<file path="config.mk">
export PLATFORM = sky130hd
export DESIGN_NAME = sleep_ctl
export DESIGN_NICKNAME = d
export VERILOG_FILES = /design/src/rtl/slpctl_pkg.sv /design/src/rtl/slpctl_reg.sv /design/src/rtl/slpctl_decode.sv /design/src/rtl/slpctl_pulse.sv /design/src/rtl/sleep_ctl.sv
export SDC_FILE = /design/constraint.sdc
export NUM_CORES = 1
export LEC_CHECK = 0
export BUFFER_PORTS_ARGS = -buffer_cell sky130_fd_sc_hd__buf_2
export CORE_MARGIN = 5
export CORE_UTILIZATION = 40
export DETAILED_ROUTE_END_ITERATION = 6
export PLACE_DENSITY_LB_ADDON = 0.15
export SYNTH_ARGS = -nofsm -noshare
export SYNTH_HDL_FRONTEND = slang
export SYNTH_SLANG_ARGS = --single-unit
</file>
<file path="constraint.sdc">
create_clock -name clk -period 0.8 [get_ports clk]
set_input_delay 0.16 -clock clk [delete_from_list [all_inputs] [get_ports clk]]
set_output_delay 0.16 -clock clk [all_outputs]
set_load 0.03 [all_outputs]
</file>
<file path="src/rtl/slpctl_pkg.sv">
package slpctl_pkg;
  localparam int TYPE_W = 3;

  typedef enum logic [1:0] {
    KIND_NONE = 2'd0,
    KIND_OFF  = 2'd1,
    KIND_RAM  = 2'd2,
    KIND_DISK = 2'd3
  } slp_kind_e;

  // Sleep-type decode: codes 0 and 1 are fixed, the disk code is configured.
  function automatic slp_kind_e classify(input logic [TYPE_W-1:0] typ,
                                         input logic [TYPE_W-1:0] disk);
    slp_kind_e k;
    if (typ == '0)                  k = KIND_OFF;
    else if (typ == TYPE_W'(1))     k = KIND_RAM;
    else if (typ == disk)           k = KIND_DISK;
    else                            k = KIND_NONE;
    return k;
  endfunction
endpackage

</file>
<file path="src/rtl/slpctl_reg.sv">
module slpctl_reg #(
  parameter int W       = 16,
  parameter int SLP_BIT = 13,
  parameter int SCI_BIT = 0
) (
  input  logic         clk,
  input  logic         rst_n,
  input  logic         wr_en,
  input  logic [W-1:0] wr_data,
  input  logic         sci_set,
  input  logic         sci_clr,
  output logic [W-1:0] q
);
  localparam logic [W-1:0] SLP_MASK = W'(1) << SLP_BIT;
  localparam logic [W-1:0] SCI_MASK = W'(1) << SCI_BIT;

  logic [W-1:0] nxt;

  always_comb begin
    nxt = q;
    if (wr_en) nxt = wr_data & ~SLP_MASK;
    if (sci_set)      nxt[SCI_BIT] = 1'b1;
    else if (sci_clr) nxt[SCI_BIT] = 1'b0;
  end

  always_ff @(posedge clk) begin
    if (!rst_n) q <= '0;
    else        q <= nxt;
  end

  p_store_r2: assert property (@(posedge clk) disable iff (!rst_n)
    wr_en && !sci_set && !sci_clr |=> q == ($past(wr_data) & ~SLP_MASK));
  p_set_wins_r9: assert property (@(posedge clk) disable iff (!rst_n)
    sci_set |=> q[SCI_BIT]);
  p_clear_r9: assert property (@(posedge clk) disable iff (!rst_n)
    sci_clr && !sci_set |=> !q[SCI_BIT]);
  p_overlap_r10: assert property (@(posedge clk) disable iff (!rst_n)
    wr_en && (sci_set || sci_clr) |=>
      (q & ~SCI_MASK) == ($past(wr_data) & ~SLP_MASK & ~SCI_MASK));
  p_hold_r2: assert property (@(posedge clk) disable iff (!rst_n)
    !wr_en && !sci_set && !sci_clr |=> $stable(q));
endmodule

</file>
<file path="src/rtl/slpctl_decode.sv">
module slpctl_decode
  import slpctl_pkg::*;
#(
  parameter int W        = 16,
  parameter int SLP_BIT  = 13,
  parameter int TYPE_LSB = 10
) (
  input  logic              wr_en,
  input  logic [W-1:0]      wr_data,
  input  logic [TYPE_W-1:0] disk_type,
  output logic              go_off,
  output logic              go_ram,
  output logic              go_disk
);
  logic              arm;
  logic [TYPE_W-1:0] typ;
  slp_kind_e         kind;

  assign arm  = wr_en && wr_data[SLP_BIT];
  assign typ  = wr_data[TYPE_LSB +: TYPE_W];
  assign kind = classify(typ, disk_type);

  assign go_off  = arm && (kind == KIND_OFF);
  assign go_ram  = arm && (kind == KIND_RAM);
  assign go_disk = arm && (kind == KIND_DISK);
endmodule

</file>
<file path="src/rtl/slpctl_pulse.sv">
module slpctl_pulse #(
  parameter int N = 3
) (
  input  logic         clk,
  input  logic         rst_n,
  input  logic [N-1:0] go,
  output logic [N-1:0] req
);
  for (genvar i = 0; i < N; i++) begin : g_req
    always_ff @(posedge clk) begin
      if (!rst_n) req[i] <= 1'b0;
      else        req[i] <= go[i];
    end
  end

  p_onehot_r8: assert property (@(posedge clk) disable iff (!rst_n)
    $onehot0(req));
endmodule

</file>
<file path="src/rtl/sleep_ctl.sv">
module sleep_ctl #(
  parameter int W        = 16,
  parameter int SLP_BIT  = 13,
  parameter int SCI_BIT  = 0,
  parameter int TYPE_LSB = 10
) (
  input  logic                         clk,
  input  logic                         rst_n,
  input  logic                         wr_en,
  input  logic [W-1:0]                 wr_data,
  input  logic [slpctl_pkg::TYPE_W-1:0] disk_type,
  input  logic                         sci_set,
  input  logic                         sci_clr,
  output logic [W-1:0]                 rd_data,
  output logic                         req_off,
  output logic                         req_ram,
  output logic                         req_disk
);
  import slpctl_pkg::*;

  localparam int NREQ = 3;

  logic            go_off, go_ram, go_disk;
  logic [NREQ-1:0] req_vec;
  logic            slp_write;

  assign slp_write = wr_en && wr_data[SLP_BIT];

  slpctl_reg #(.W(W), .SLP_BIT(SLP_BIT), .SCI_BIT(SCI_BIT)) u_reg (
    .clk(clk), .rst_n(rst_n), .wr_en(wr_en), .wr_data(wr_data),
    .sci_set(sci_set), .sci_clr(sci_clr), .q(rd_data)
  );

  slpctl_decode #(.W(W), .SLP_BIT(SLP_BIT), .TYPE_LSB(TYPE_LSB)) u_dec (
    .wr_en(wr_en), .wr_data(wr_data), .disk_type(disk_type),
    .go_off(go_off), .go_ram(go_ram), .go_disk(go_disk)
  );

  slpctl_pulse #(.N(NREQ)) u_pulse (
    .clk(clk), .rst_n(rst_n), .go({go_disk, go_ram, go_off}), .req(req_vec)
  );

  assign req_off  = req_vec[0];
  assign req_ram  = req_vec[1];
  assign req_disk = req_vec[2];

  p_cause_r7: assert property (@(posedge clk) disable iff (!rst_n)
    (req_off || req_ram || req_disk) |-> $past(slp_write));
  p_single_r8: assert property (@(posedge clk) disable iff (!rst_n)
    (req_off || req_ram || req_disk) && !slp_write
      |=> !(req_off || req_ram || req_disk));
  p_off_r3: assert property (@(posedge clk) disable iff (!rst_n)
    slp_write && wr_data[TYPE_LSB +: TYPE_W] == '0 |=> req_off);
  p_ram_r4: assert property (@(posedge clk) disable iff (!rst_n)
    slp_write && wr_data[TYPE_LSB +: TYPE_W] == TYPE_W'(1) |=> req_ram);
  p_disk_r5: assert property (@(posedge clk) disable iff (!rst_n)
    req_disk |-> $past(wr_data[TYPE_LSB +: TYPE_W] == disk_type)
                 && $past(wr_data[TYPE_LSB +: TYPE_W] > TYPE_W'(1)));
  p_rdzero_r2: assert property (@(posedge clk) disable iff (!rst_n)
    !rd_data[SLP_BIT]);
endmodule

</file>
== Yosys cells after proc, flatten, opt, wreduce, memory -nomap -nowiden ==
Cells that the tools add are included.
Word-level totals
  bits in registers: 18
  word-level logic and storage cells: 22
Operators by class
  equal/unequal tests: 5
  mux-type cells: 6
  reductions and logical operators: 6
Operator list (count)
  2-bit 2-to-1 mux: 3
  2-bit equality test (second input constant): 2
  1-bit logical AND: 4
  3-bit by 1-bit equality test with 1-bit output (second input constant): 1
  3-bit equality test: 1
  3-bit zero test: 1
  1-bit 2-to-1 mux: 3
  3-bit nonzero test: 1
  2-bit by 1-bit equality test with 1-bit output (second input constant): 1

== Depth between registers and ports, before layout ==
  depth in word-level cells: 6
  mapped depth: 4
  depth with buffers taken out: 3

== By module ==
Synthesis repeated with hierarchy kept, for this count alone.
Second synthesis, totals
  cell total of the unflattened synthesis: 66
  area total of the unflattened synthesis: 743.2 µm²
By module, submodules not included
  slpctl_reg: times used 1, cells an instance 52, area each 599.3 µm², sequential area each 300.3 µm²
  slpctl_pulse: times used 1, cells an instance 6, area each 78.8 µm², sequential area each 60.1 µm²
  slpctl_decode: times used 1, cells an instance 8, area each 65.1 µm², sequential area each 0.0 µm²

== Least setup slack after synthesis ==
Ideal clock, no wire load.
  kind: register to register
  from: register u_reg.q[0] (netlist name)
  to: register u_reg.q[0]
  library setup time: 115 ps
  arrival time: 733 ps
  path slack: -47 ps
  cell stages (with the launch flop): 4
  path through: dfxtp_1 mux2i_1 nor2_1 o21a_1
RTL lines
  end signal, assigned: RTL line slpctl_reg.sv:28  | else q <= nxt;
  end, declared: RTL line slpctl_reg.sv:12  | output logic [W-1:0] q

== Worst setup path after layout ==
  from: register u_reg.q[10]
  to: output rd_data[10]
RTL lines
  end, declared: RTL line sleep_ctl.sv:14  | output logic [W-1:0] rd_data,
No word-level cell between the ends.

==> impl.org <==
** Run status
- Outcome :: complete, but fails checks
- The final reports fail on negative setup slack.

** Worst setup path
- CP Launch Type :: flip-flop
- In this run the worst path has a maximum fanout of 2.
- Kind of cell adding the most delay to the critical path :: flip-flops
- Largest stage delay on the critical path :: around 350 ps
- Data on the critical path is required at its endpoint by between 600 and 700 ps.
- Setup slack on the worst flop-to-flop path :: 40 ps
- The worst setup path is captured at an output port.
- The critical path is of the flip-flop to output port type.
- Arr. time, crit path :: between 700 and 800 ps
- Critical-path top delay cell :: dfxtp_2
- CP Buf/Inv Count :: 1
- The critical path goes through buf_6.

** Global routing
- The number of global-route vias before repair came to around 670.
- Pin count of the biggest net entering global routing :: 12
- First-pass GRT wire length :: ~2800 um
- In the global route stage, overall resource usage came out at between 10% and 20%.
- Number of antenna violations at the first check in global routing :: 0
- For this run the aggregate overflow at the end of global routing stands at 0.

** Clocking
- Buffers added to address setup during post-CTS repair amount to 0.
- For the worst-skew pair, the clock arrives at the later sink with an insertion delay of about 280 ps.
- Clock slew at the register clock pins of the worst setup and hold paths :: 90 ps
- The clock net in this run drives a total of 18 sinks.
- H-Tree Level Count :: 1
- TritonCTS built the clock tree.
- Clk buf depth :: 2
- The cell sitting at the root of the clock tree is a clkbuf_4.
- Number of CTS-inserted buffers :: 3

** Detailed routing
- Residual antenna-violating net count after detailed routing :: 0
- In this run, the number of DRC markers left after iteration 0 of detailed routing was 3.
- Using the TritonRoute via totals, the vias-per-cell ratio works out to between 4 and 5.
- Average wire length per cell after detail routing :: 12.4 um
- TritonRoute pass-1 iters :: 4
- DRC violation count after routing :: 0
- Total length of routed wires :: about 1700 um
- The routed layout has ~600 vias.

** Die
- Vert. Die Dim :: 53.0 um
- After floorplanning, the core was sized to cover roughly 0.0017 mm2.
- Once the floorplan was initialized, standard cells occupied about 42% of the core.
- During I/O placement, the number of pins put on the boundary was 43.
- From left edge to right edge, the die measures 53.0 um.
- Core Rows :: 15
- The floorplan step defined a die boundary enclosing ~0.0028 mm2.

** Timing
- Final clock skew :: 0 ps
- The count of endpoints failing hold in the final timing report was 0.
- Setup-failing EPs final :: 18
- Setup repair after global routing could not meet its margin everywhere.
- The routed design could run at a clock period as short as just over 900 ps.
- In the post-route analysis, the smallest setup slack over all paths is -124 ps.
- Final clock period utilization by the worst path :: 115%
- Derived from the worst setup path, the maximum achievable clock frequency is approximately 1100 MHz.
- Final slew viol count :: 0

** Finish
- For this run, the share of the core covered by cells in the final layout is between 60% and 70%.
- Count of fill cells added during filler insertion :: around 150
- Across the whole layout, storage elements account for roughly 380 um2.
- Nets :: around 130
- Proportion of layout cells with a drive suffix above 1 :: 65.7%
- 0 antenna diodes ended up in the layout.
- Synth-to-Final Area Change :: 57.1%
- Summing all multi-input logic gate instances after layout gives around 340 um2.

** Job
- Number of violations of the max-capacitance limit :: 0

** Yosys
- Averaged over all synthesized cells, the footprint is roughly 12 um2.
- Yosys printed 0 warnings.
- Sequential-to-total area share from yosys stat :: about half
- The number of different library cells used by synthesis comes to 18.
- The number of nets handed over by synthesis was 86.
- In the synthesized netlist, the number of instances is 62.
- The synthesized design contains 18 register bits.
- After synthesis the cells add up to approximately 740 um2.

** Pwr
- Maximum VDD drop :: ~0.0012 V
- Overall power consumption after layout is estimated at ~1.8 mW.
- Lkg Pwr :: approximately 0.54 nW
- Power density relative to cell area :: between 1500 and 2000 mW/mm2

** Place
- Dpl hpwl :: between 1000 and 1500 um
- The congestion estimate from routability-driven global placement came to ~0.71.
- Number of buffers added on ports :: 41

** Worst hold path
- Class of the tightest hold or removal check :: primary input to flip-flop
[worst paths after layout]
path,startpoint,endpoint,depth (start not counted)
max reg2reg,u_reg.q[0],u_reg.q[0],3
min,sci_set,u_reg.q[0],2
max,u_reg.q[10],rd_data[10],1
min reg2reg,u_reg.q[11],u_reg.q[11],2
[state kept, by name, summed over array words and instances, names as in the netlist]
register,cells
u_reg.q,15
u_pulse.req,3
[cell usage in the layout, fill, tap and decap left out, drive strengths merged, types with 3 or more instances in the layout]
master,count
nor2b,14
clkbuf,3
buf,47
dfxtp,18
mux2i,15
[worst reg2reg max path: cells and delay by family (launching register included)]
family / cells / cell delay (ps)
AO/OA/AOI/OAI: 1 / 150
flip-flops: 1 / 340
multiplexers: 1 / 120
AND/OR/NAND/NOR: 1 / 50
[layout make-up]
class	count	area share, %
Multi-Input combinational cell	40	28.9
Sequential cell	18	33.0
Timing Repair Buffer	47	33.4
Clock buffer	3	1.94
Tap cell	25	2.70
[per-stage QoR]
| step | cells | hold WS (ps) | instance area (um2) | setup slack [ps] | setup TNS [ps] |
|---|---|---|---|---|---|
| 2_1_floorplan | 62 | 231 | 739 | 8.58 | 0 |
| 3_3_place_gp | 130 | 372 | 1000 | -28.6 | -196 |
| 3_5_place_dp | 130 | 377 | 1000 | -51.4 | -588 |
| 4_1_cts | 133 | 72.4 | 1160 | -132 | -2180 |
| 5_1_grt | 133 | 82.4 | 1160 | -169 | -2730 |
| 6_report | 133 | 83.2 | 1160 | -124 | -1910 |
[power by group]
group,internal [mW],switching (mW)
clock network,0.174,0.242
logic,0.225,0.213
registers,0.952,0.0326
total,1.35,0.487
[logic make-up after synthesis]
group,after synthesis,synth area share [%]
muxes,15,20.3
and+or+nand+nor,20,20.3
other,1,0.508
DFF,18,48.8
buffers and inverters,4,5.76
xor gates and xnor gates,2,2.37
AOI/OAI and AO/OA,2,1.87
[Yosys cell counts, drive strengths merged]
| master | count | area share (%) |
|---|---|---|
| clkbuf | 1 | 0.51 |
| mux2i | 15 | 20 |
| nor3 | 1 | 1.4 |
| xnor2 | 1 | 1.2 |
| nor4b | 1 | 2.0 |
| o21a | 1 | 1.0 |
| buf | 3 | 5.3 |
| nor2b | 14 | 12 |
| nand3 | 1 | 2.4 |
| xor2 | 1 | 1.2 |
| nor4bb | 1 | 1.4 |
| conb | 1 | 0.51 |
| nor4 | 1 | 0.85 |
| dfxtp | 18 | 49 |
| a31oi | 1 | 0.85 |
| nor2 | 1 | 0.51 |
[what timing repair did]
action	CTS	global route
hold buffers	0	0
endpoints found under the hold margin	0	0
resized for setup	53	0
setup endpoints to repair	18	18
[layer usage]
metal	share of wire, %	GRT usage, %	wire (um)	vias to the layer above
met4	1.9	3.83	32	0
met1	40	14.9	667	267
met5	0	0	0	-
li1	-	-	-	303
met2	50	25.0	830	27
met3	7.4	5.07	123	4
Power figures use the tool's default switching activity.
